--- config.mk ---
export PLATFORM = sky130hd
export DESIGN_NAME = dram_refresh_sched
export DESIGN_NICKNAME = d
export VERILOG_FILES = /design/src/rtl/dref_pkg.sv /design/src/rtl/dref_init_seq.sv /design/src/rtl/dref_interval.sv /design/src/rtl/dref_ras_engine.sv /design/src/rtl/dram_refresh_sched.sv
export SDC_FILE = /design/constraint.sdc
export NUM_CORES = 1
export LEC_CHECK = 0
export BUFFER_PORTS_ARGS = -buffer_cell sky130_fd_sc_hd__buf_2
export CAP_MARGIN = 20
export CORE_UTILIZATION = 55
export DETAILED_ROUTE_END_ITERATION = 7
export GPL_TIMING_DRIVEN = 1
export PLACE_DENSITY = 0.81
export SYNTH_ARGS = -nofsm -noshare
export SYNTH_HDL_FRONTEND = slang
export SYNTH_SLANG_ARGS = --single-unit
--- constraint.sdc ---
create_clock -name clk -period 2.8 [get_ports clk]
set_input_delay 0.28 -clock clk [delete_from_list [all_inputs] [get_ports clk]]
set_output_delay 0.28 -clock clk [all_outputs]
set_load 0.03 [all_outputs]
--- src/rtl/dref_pkg.sv ---
package dref_pkg;

    // Power-up phase of the scheduler
    typedef enum logic [1:0] {
        PH_PAUSE = 2'd0,
        PH_WAKE  = 2'd1,
        PH_RUN   = 2'd2
    } phase_e;

    // State of one RAS-only cycle
    typedef enum logic [1:0] {
        CY_IDLE = 2'd0,
        CY_LOW  = 2'd1,
        CY_PRE  = 2'd2
    } cyc_e;

    // Events reported by the cycle engine each clock
    typedef struct packed {
        logic busy;     // a cycle is in progress
        logic strobe;   // RAS should be low
        logic done;     // last precharge clock of the cycle
    } cyc_evt_t;

    localparam int unsigned PEND_MAX = 2;

    // Counter width able to hold values 0..n-1 (at least one bit)
    function automatic int unsigned cnt_w(input int unsigned n);
        return (n < 2) ? 1 : $clog2(n);
    endfunction

    // Saturating update of the pending-refresh count
    function automatic logic [1:0] pend_update(input logic [1:0] cur,
                                               input logic       inc,
                                               input logic       dec);
        logic [2:0] sum;
        sum = {1'b0, cur} + {2'b00, inc};
        if (dec && sum != 3'd0)
            sum = sum - 3'd1;
        if (sum > 3'(PEND_MAX))
            sum = 3'(PEND_MAX);
        return sum[1:0];
    endfunction

endpackage

--- src/rtl/dref_init_seq.sv ---
module dref_init_seq
    import dref_pkg::*;
#(
    parameter int unsigned STARTUP_CYC = 25000,
    parameter int unsigned WAKE_CYCLES = 8
) (
    input  logic   clk,
    input  logic   rst,
    input  logic   cyc_done,
    output phase_e phase
);
    localparam int unsigned PW = cnt_w(STARTUP_CYC);
    localparam int unsigned WW = cnt_w(WAKE_CYCLES + 1);
    localparam logic [PW-1:0] PAUSE_LAST = PW'(STARTUP_CYC - 1);
    localparam logic [WW-1:0] WAKE_LAST  = WW'(WAKE_CYCLES - 1);

    phase_e        phase_q;
    logic [PW-1:0] pause_cnt;
    logic [WW-1:0] wake_cnt;

    always_ff @(posedge clk) begin
        if (rst) begin
            phase_q   <= PH_PAUSE;
            pause_cnt <= '0;
            wake_cnt  <= '0;
        end else begin
            unique case (phase_q)
                PH_PAUSE: begin
                    if (pause_cnt == PAUSE_LAST)
                        phase_q <= PH_WAKE;
                    else
                        pause_cnt <= pause_cnt + 1'b1;
                end
                PH_WAKE: begin
                    if (cyc_done) begin
                        if (wake_cnt == WAKE_LAST)
                            phase_q <= PH_RUN;
                        else
                            wake_cnt <= wake_cnt + 1'b1;
                    end
                end
                default: phase_q <= PH_RUN;
            endcase
        end
    end

    assign phase = phase_q;

endmodule

--- src/rtl/dref_interval.sv ---
module dref_interval
    import dref_pkg::*;
#(
    parameter int unsigned INTERVAL_CYC = 3900
) (
    input  logic       clk,
    input  logic       rst,
    input  logic       run,
    input  logic       served,
    output logic [1:0] pend
);
    localparam int unsigned TW = cnt_w(INTERVAL_CYC);
    localparam logic [TW-1:0] TMR_LAST = TW'(INTERVAL_CYC - 1);

    logic [TW-1:0] tmr;
    logic [1:0]    pend_q;
    logic          expire;

    assign expire = run && (tmr == TMR_LAST);

    always_ff @(posedge clk) begin
        if (rst) begin
            tmr    <= '0;
            pend_q <= '0;
        end else if (!run) begin
            tmr    <= '0;
            pend_q <= '0;
        end else begin
            tmr    <= expire ? '0 : tmr + 1'b1;
            pend_q <= pend_update(pend_q, expire, served);
        end
    end

    assign pend = pend_q;

endmodule

--- src/rtl/dref_ras_engine.sv ---
module dref_ras_engine
    import dref_pkg::*;
#(
    parameter int unsigned RAS_LOW_CYC = 38,
    parameter int unsigned RAS_PRE_CYC = 30,
    parameter int unsigned ROW_BITS    = 7
) (
    input  logic                clk,
    input  logic                rst,
    input  logic                go,
    input  logic                count_row,
    output cyc_evt_t            evt,
    output logic [ROW_BITS-1:0] row
);
    localparam int unsigned LONGEST = (RAS_LOW_CYC > RAS_PRE_CYC) ? RAS_LOW_CYC : RAS_PRE_CYC;
    localparam int unsigned CW = cnt_w(LONGEST);
    localparam logic [CW-1:0] LOW_LAST = CW'(RAS_LOW_CYC - 1);
    localparam logic [CW-1:0] PRE_LAST = CW'(RAS_PRE_CYC - 1);

    cyc_e                st;
    logic [CW-1:0]       cnt;
    logic [ROW_BITS-1:0] row_q;
    logic                done;

    assign done = (st == CY_PRE) && (cnt == PRE_LAST);

    always_ff @(posedge clk) begin
        if (rst) begin
            st  <= CY_IDLE;
            cnt <= '0;
        end else begin
            unique case (st)
                CY_IDLE: begin
                    cnt <= '0;
                    if (go)
                        st <= CY_LOW;
                end
                CY_LOW: begin
                    if (cnt == LOW_LAST) begin
                        st  <= CY_PRE;
                        cnt <= '0;
                    end else begin
                        cnt <= cnt + 1'b1;
                    end
                end
                CY_PRE: begin
                    if (done) begin
                        st  <= CY_IDLE;
                        cnt <= '0;
                    end else begin
                        cnt <= cnt + 1'b1;
                    end
                end
                default: st <= CY_IDLE;
            endcase
        end
    end

    always_ff @(posedge clk) begin
        if (rst)
            row_q <= '0;
        else if (done && count_row)
            row_q <= row_q + 1'b1;
    end

    assign evt.busy   = (st != CY_IDLE);
    assign evt.strobe = (st == CY_LOW);
    assign evt.done   = done;
    assign row        = row_q;

endmodule

--- src/rtl/dram_refresh_sched.sv ---
module dram_refresh_sched
    import dref_pkg::*;
#(
    parameter int unsigned ADDR_W       = 8,
    parameter int unsigned ROW_BITS     = 7,
    parameter int unsigned INTERVAL_CYC = 3900,
    parameter int unsigned RAS_LOW_CYC  = 38,
    parameter int unsigned RAS_PRE_CYC  = 30,
    parameter int unsigned STARTUP_CYC  = 25000,
    parameter int unsigned WAKE_CYCLES  = 8
) (
    input  logic              clk,
    input  logic              rst,
    input  logic              ref_gnt_i,
    output logic              ref_req_o,
    output logic              bus_oe_o,
    output logic [ADDR_W-1:0] addr_o,
    output logic              ras_n_o,
    output logic              refresh_pin_n_o,
    output logic              init_done_o
);
    phase_e              phase;
    logic [1:0]          pend;
    cyc_evt_t            evt;
    logic [ROW_BITS-1:0] row;
    logic                want;
    logic                go;
    logic                in_run;
    logic [ADDR_W-1:0]   row_bus;

    assign in_run = (phase == PH_RUN);
    assign want   = (phase == PH_WAKE) || (in_run && pend != 2'd0);
    assign go     = ref_gnt_i && want && !evt.busy;

    dref_init_seq #(
        .STARTUP_CYC (STARTUP_CYC),
        .WAKE_CYCLES (WAKE_CYCLES)
    ) u_init (
        .clk      (clk),
        .rst      (rst),
        .cyc_done (evt.done),
        .phase    (phase)
    );

    dref_interval #(
        .INTERVAL_CYC (INTERVAL_CYC)
    ) u_interval (
        .clk    (clk),
        .rst    (rst),
        .run    (in_run),
        .served (evt.done),
        .pend   (pend)
    );

    dref_ras_engine #(
        .RAS_LOW_CYC (RAS_LOW_CYC),
        .RAS_PRE_CYC (RAS_PRE_CYC),
        .ROW_BITS    (ROW_BITS)
    ) u_engine (
        .clk       (clk),
        .rst       (rst),
        .go        (go),
        .count_row (in_run),
        .evt       (evt),
        .row       (row)
    );

    generate
        if (ADDR_W > ROW_BITS) begin : g_pad
            assign row_bus = {{(ADDR_W - ROW_BITS){1'b0}}, row};
        end else begin : g_exact
            assign row_bus = row[ADDR_W-1:0];
        end
    endgenerate

    assign ref_req_o       = want || evt.busy;
    assign bus_oe_o        = ref_gnt_i && ref_req_o;
    assign ras_n_o         = !(bus_oe_o && evt.strobe);
    assign addr_o          = bus_oe_o ? row_bus : '0;
    assign refresh_pin_n_o = 1'b1;
    assign init_done_o     = in_run;

endmodule

Word level (Yosys, flattened, before mapping) --
Cells that the tools add are included.
Word-level totals: logic and storage cells 77, register bits 50, input bits 3, output and inout bits 13
Operators by class: reduce and logical (&&, ||, !) cells 26, order comparisons 1, equality and inequality tests 15, $add $sub $neg 7, bitwise gates (word level) 3, muxes and demuxes 16
Operator list (count):
- case mux 6 bit (3 select lines) | 1
- adder 15 x 1 -> 15 bit (second input constant) | 1
- equality test 15 bit (second input constant) | 1
- 2-to-1 mux 2 bit | 7
- adder 12 x 1 -> 12 bit (second input constant) | 1
- equality test 12 bit (second input constant) | 1
- 2-to-1 mux 6 bit | 2
- != test 2 x 1 -> 1 bit (second input constant) | 5
- logical AND 1 bit | 9
- 2-to-1 mux 3 bit | 3
- AND reduction 3 bit | 3
- adder 7 x 1 -> 7 bit (second input constant) | 1
- 2-to-1 mux 7 bit | 1
- adder 6 x 1 -> 6 bit (second input constant) | 1
- equality test 6 x 5 -> 1 bit (second input constant) | 1
- equality test 6 bit (second input constant) | 1
- case mux 2 bit (3 select lines) | 1
- nonzero test 3 bit | 2
- OR reduction 3 bit | 2
- adder 4 x 1 -> 4 bit (second input constant) | 1
- equality test 2 x 1 -> 1 bit (second input constant) | 2
- equality test 2 bit (second input constant) | 2
- equality test 4 x 3 -> 1 bit (second input constant) | 1
- zero test 2 bit | 2
- other kinds (11) | 16

Logic depth before layout (Yosys ltp) --
depth in word-level cells 10, depth in mapped cells 13

Cells and area by module --
Synthesis repeated with hierarchy kept, for this count alone.
Second synthesis, totals: cell total of the unflattened synthesis 306, area total of the unflattened synthesis 2628.8 sq um
Modules (own cells, without submodules):
- dref_init_seq | times used 1, cells each 111, area each 992.2 sq um
- dref_ras_engine | times used 1, cells each 101, area each 852.1 sq um
- dref_interval | times used 1, cells each 75, area each 658.1 sq um
- dram_refresh_sched | times used 1, cells each 19, area each 126.4 sq um

Worst setup path after synthesis --
Ideal clock, no wire load.
path kind register to output, from register u_init.phase_q[0] (netlist: u_init.phase[0]), to output port ras_n_o, cell stages (with the launch flop) 8, data arrival time 2.020 ns, setup slack 0.500 ns, buffers on the path 2, data required time 2.520 ns, cell sequence dfxtp_1 > nand2b_1 > buf_6 > o21ai_0 > or2_2 > clkbuf_1 > and2_1 > nand2_1
Between the ends: word-level cells in the longest chain between the ends 7
Ends and longest elaborated chain:
- start: declaration | RTL line dref_init_seq.sv:17 | phase_e phase_q;
- start signal: assignment | RTL line dref_init_seq.sv:23 | phase_q <= PH_PAUSE;
- start signal: assignment | RTL line dref_init_seq.sv:30 | phase_q <= PH_WAKE;
- start signal: assignment | RTL line dref_init_seq.sv:37 | phase_q <= PH_RUN;
- equality test 2 bit | RTL line dram_refresh_sched.sv:31 | assign in_run = (phase == PH_RUN);
- logical AND 1 bit | RTL line dram_refresh_sched.sv:32 | assign want = (phase == PH_WAKE) || (in_run && pend != 2'd0);
- logical OR 1 bit (*) | RTL line dram_refresh_sched.sv:32
- logical OR 1 bit (*) | RTL line dram_refresh_sched.sv:76 | assign ref_req_o = want || evt.busy;
- via ref_req_o | RTL line dram_refresh_sched.sv:15 | output logic ref_req_o,
- logical AND 1 bit (*) | RTL line dram_refresh_sched.sv:77 | assign bus_oe_o = ref_gnt_i && ref_req_o;
- via bus_oe_o | RTL line dram_refresh_sched.sv:16 | output logic bus_oe_o,
- logical AND 1 bit (*) | RTL line dram_refresh_sched.sv:78 | assign ras_n_o = !(bus_oe_o && evt.strobe);
- zero test 1 bit (*) | RTL line dram_refresh_sched.sv:78
- end: declaration | RTL line dram_refresh_sched.sv:18 | output logic ras_n_o,
Mark *: on every way through the listed nets, which the timed path passes. The rest lies on a longest branch.

Worst setup path after layout --
from register u_interval.tmr[0], to register u_interval.pend_q[0] (netlist: u_interval.pend[0])
Between the ends: word-level cells in the longest chain between the ends 10
Ends and longest elaborated chain:
- start: declaration | RTL line dref_interval.sv:15 | logic [TW-1:0] tmr;
- start signal: assignment | RTL line dref_interval.sv:29 | tmr <= expire ? '0 : tmr + 1'b1;
- equality test 12 bit (*) | RTL line dref_interval.sv:19 | assign expire = run && (tmr == TMR_LAST);
- logical AND 1 bit (*) | RTL line dref_interval.sv:19
- adder 2 x 1 -> 3 bit (*) | RTL line dref_pkg.sv:36 | sum = {1'b0, cur} + {2'b00, inc};
- branches (longest 2 deep; another with subtractor 3 x 1 -> 3 bit)
- 2-to-1 mux 3 bit (*) | RTL line dref_pkg.sv:37 | if (dec && sum != 3'd0)
- 2-to-1 mux 3 bit (*) | RTL line dref_interval.sv:25 | end else if (!run) begin
- 2-to-1 mux 3 bit (*) | RTL line dref_interval.sv:22 | if (rst) begin
- > comparator 3 x 2 -> 1 bit | RTL line dref_pkg.sv:39 | if (sum > 3'(PEND_MAX))
- OR reduction 3 bit (no line)
- end signal: assignment | RTL line dref_interval.sv:30 | pend_q <= pend_update(pend_q, expire, served);
- end: declaration | RTL line dref_interval.sv:16 | logic [1:0] pend_q;
Every way passes the cells marked *. The select of a mux whose other input is x is not followed. A chain may end at the register's enable or synchronous reset.

==> impl_metrics.json <==
{
  "status": "completed",
  "combPwrFrac_pct": 1.9,
  "start_util_pct": 57.5,
  "cp_top_family": "adder cells",
  "drive_above_1_share_pct": 10.7,
  "fmaxAchievable_mhz": 398,
  "seq_power_share_pct": 59.4,
  "drv_slew": 0,
  "start_kind": "register",
  "worst_pin_slew_ps": 617,
  "layout.nets": 325,
  "grt_pass1_wl_mm": 8.04,
  "first_pass_iters": 4,
  "yosysSeqAreaShare_pct": 39.7,
  "dp_cells": 353,
  "grt_usage_pct": 20.6,
  "crit_arrival_ps": 2750,
  "final_cell_count_no_fill": 361,
  "cts_made_buffers": 5,
  "grt_max_degree": 36,
  "synthFlopType": "dfxtp_1",
  "met3_usage_pct": 4.65,
  "register_area_sq_um": 1000,
  "ir_worst_vdd_uv": 335,
  "period_minus_slack_ps": 2520,
  "wl_mm": 4.67,
  "cp_cell_sequence": "ha_1 -> nand4_1 -> nor2_1 -> ha_1 -> ha_1 -> inv_1 -> ha_1 -> ha_1 -> nor4_2 -> and3_1 -> mux2i_1 -> nor3_1",
  "gp_congestion": 0.785,
  "synth.distinct_cells": 42,
  "pwr_density_cell_nw_per_um2": 443,
  "wl_per_cell_um": 12.9,
  "reg2reg_from": "u_interval.tmr[0]",
  "multi_input_area_sq_um": 1420,
  "finalSetupViolCount": 0,
  "viasPerCell": 5.58,
  "cts_tree": "built",
  "hold_class": "in2reg",
  "met2_usage_pct": 35.2,
  "hold_violations": 0,
  "swShare_pct": 21.6,
  "syn_area_per_cell_sq_um": 8.51,
  "hold_end": "u_engine.st[0]",
  "slew_headroom_pct": 58.8,
  "yosys_warnings": 0,
  "htreeDepth": 2,
  "worstSkewPairLatency_ps": 310,
  "grt-busiest-layer": "met2",
  "max_stage_delay_ps": 340,
  "synthToLayoutAreaGrowth_pct": 8.24,
  "setup.worst_path.end_class": "register",
  "fin_crit_sh_pct": 89.8,
  "grt_use_met1_pct": 24.4,
  "clock_skew_ps": 10.9,
  "synth_area_sq_um": 2520,
  "rows": 24,
  "clock-sinks": 50,
  "critPathKind": "reg2reg",
  "overflow": 0,
  "die_area_sq_um": 4860,
  "crit_slowest_cell": "dfxtp_1",
  "r2r_slack_ps": 280,
  "portBuffers": 13,
  "diodes": 0,
  "dp_hpwl_mm": 3.23,
  "cts_hold_buffers": 0,
  "drt_iter0_drc": 118,
  "cts.path.max_buffers": 2,
  "worstReg2RegEnd": "u_interval.pend[0]",
  "crit_path_frequent_cell": "ha_1",
  "nFillCells": 385,
  "die_h_um": 69.7,
  "ys_ff_latch": 50,
  "drv_cap": 0,
  "tns_ps": 0,
  "synthArstFlopShare_pct": 0,
  "via_count": 2013,
  "postCtsResizedCells": 0,
  "post-place-ws_ps": 344,
  "clk_pin_slew_worst_paths_ps": 90,
  "cts_setup_buffers": 0,
  "synth_edf_count": 0,
  "antenna_left": 0,
  "p_sw_uw": 261,
  "antenna_found_initial": 0,
  "whs_path_depth": 3,
  "p_clk_share_pct": 38.6,
  "rr_worst_depth": 12,
  "cp.required_ps": 3030,
  "critPathMaxFanout": 4,
  "min_from": "ref_gnt_i",
  "crit_buf_inv": 1,
  "core-area_sq_um": 4380,
  "die_w_um": 69.7,
  "final_util_pct": 62.2,
  "synth_nets": 313,
  "intPower_uw": 947,
  "drc": 0,
  "cts_root_buf": "clkbuf_8",
  "p_leak_uw": 0.00107,
  "ios": 16,
  "crit_start": "u_interval.tmr[0]",
  "syn_inst": 296,
  "worst_slack_ps": 284,
  "grt_pass1_vias": 1879
}
how the worst max path moves through the flow:
stage	endpoint	slack, ps	depth (start not counted)
after floorplan	ras_n_o	500	7
after global placement	u_interval.pend[0]	480	12
after detailed placement	u_interval.pend[0]	340	12
after CTS	u_interval.pend[0]	290	12
after global routing	u_interval.pend[0]	-50	13
final	u_interval.pend[0]	280	12
cells in the final DEF (no fill, tap or decap), types with 3 or more instances in the layout:
| cell | netlist | routed |
|---|---|---|
| o21ai_0 | 5 | 5 |
| nand3_1 | 20 | 20 |
| dfxtp_1 | 50 | 50 |
| nand4_1 | 10 | 10 |
| nor2_1 | 54 | 54 |
| nand2_1 | 16 | 16 |
| xor2_1 | 22 | 22 |
| nor4_1 | 5 | 4 |
| a21oi_1 | 8 | 8 |
| nor2b_1 | 5 | 5 |
| buf_2 | 0 | 13 |
| buf_4 | 2 | 3 |
| ha_1 | 14 | 14 |
| xnor2_1 | 10 | 10 |
| inv_1 | 12 | 12 |
| clkbuf_8 | 0 | 7 |
| mux2i_1 | 3 | 3 |
| or3_1 | 3 | 3 |
| and3_1 | 13 | 13 |
| nor3_1 | 7 | 7 |
routing by layer:
metal | vias to the layer above | part of all wire, %
li1 | 1036 | -
met1 | 940 | 47
met2 | 25 | 48
met3 | 12 | 2.7
met4 | 0 | 2.4
met5 | - | 0
cell usage after synthesis (5+ instances only):
| cell type | count | area share (%) |
|---|---|---|
| a21oi_1 | 8 | 1.6 |
| nor3_1 | 7 | 1.4 |
| ha_1 | 14 | 7.0 |
| nand4_1 | 10 | 2.5 |
| nor2b_1 | 5 | 1.2 |
| nand3_1 | 20 | 4.0 |
| dfxtp_1 | 50 | 40 |
| nor4_1 | 5 | 1.2 |
| nand2_1 | 16 | 2.4 |
| clkbuf_1 | 8 | 1.2 |
| and3_1 | 13 | 3.2 |
| xnor2_1 | 10 | 3.5 |
| xor2_1 | 22 | 7.6 |
| inv_1 | 12 | 1.8 |
| o21ai_0 | 5 | 0.99 |
| nor2_1 | 54 | 8.0 |
cells by family (layout without fill, tap and decap cells):
kind of cell | Yosys count | count (layout) | share of synthesized area (%)
other cells | 2 | 2 | 0.298
fa+ha+maj | 14 | 14 | 6.95
mux | 4 | 4 | 1.64
simple gates | 151 | 151 | 31.2
compound gates | 20 | 20 | 5.01
buf+inv | 23 | 36 | 4.02
flops | 50 | 50 | 39.7
xor+xnor | 32 | 32 | 11.1
worst min-delay path: cells and delay by family:
| family | cells | cell delay, ps |
|---|---|---|
| buffers and inverters | 1 | 150 |
| AND/OR/NAND/NOR | 1 | 80 |
| AO/OA/AOI/OAI | 1 | 60 |
cell type report:
class,instances,area share (%)
clock inverters,1,0.321
well taps,52,2.39
clock buffers,7,3.53
multi-input cells,223,52.2
flip-flops and latches,50,36.7
inverters,12,1.65
repair buffers,16,3.21
sequential cells by signal (all words and copies together) (netlist names):
register / flops
u_init.pause_cnt: 15
u_engine.st: 2
u_init.phase: 2
u_interval.pend: 2
u_engine.cnt: 6
u_interval.tmr: 12
u_engine.row: 7
u_init.wake_cnt: 4
power by group through the flow:
stage	Clock (uW)	Sequential, uW	Combinational, uW
floorplan	0	734	20.7
detailed placement	0	735	23.8
global placement	0	734	23.4
finish	466	718	23.5
global route	498	719	26.4
CTS	477	718	23.6
per-stage QoR:
step	power [uW]	hold slack, ps	cell area, sq um
2_1_floorplan	755	418	2520
3_3_place_gp	758	431	2620
3_5_place_dp	759	451	2620
4_1_cts	1220	301	2720
6_report	1210	312	2730
5_1_grt	1240	340	2730
Power figures use the tool's default switching activity.
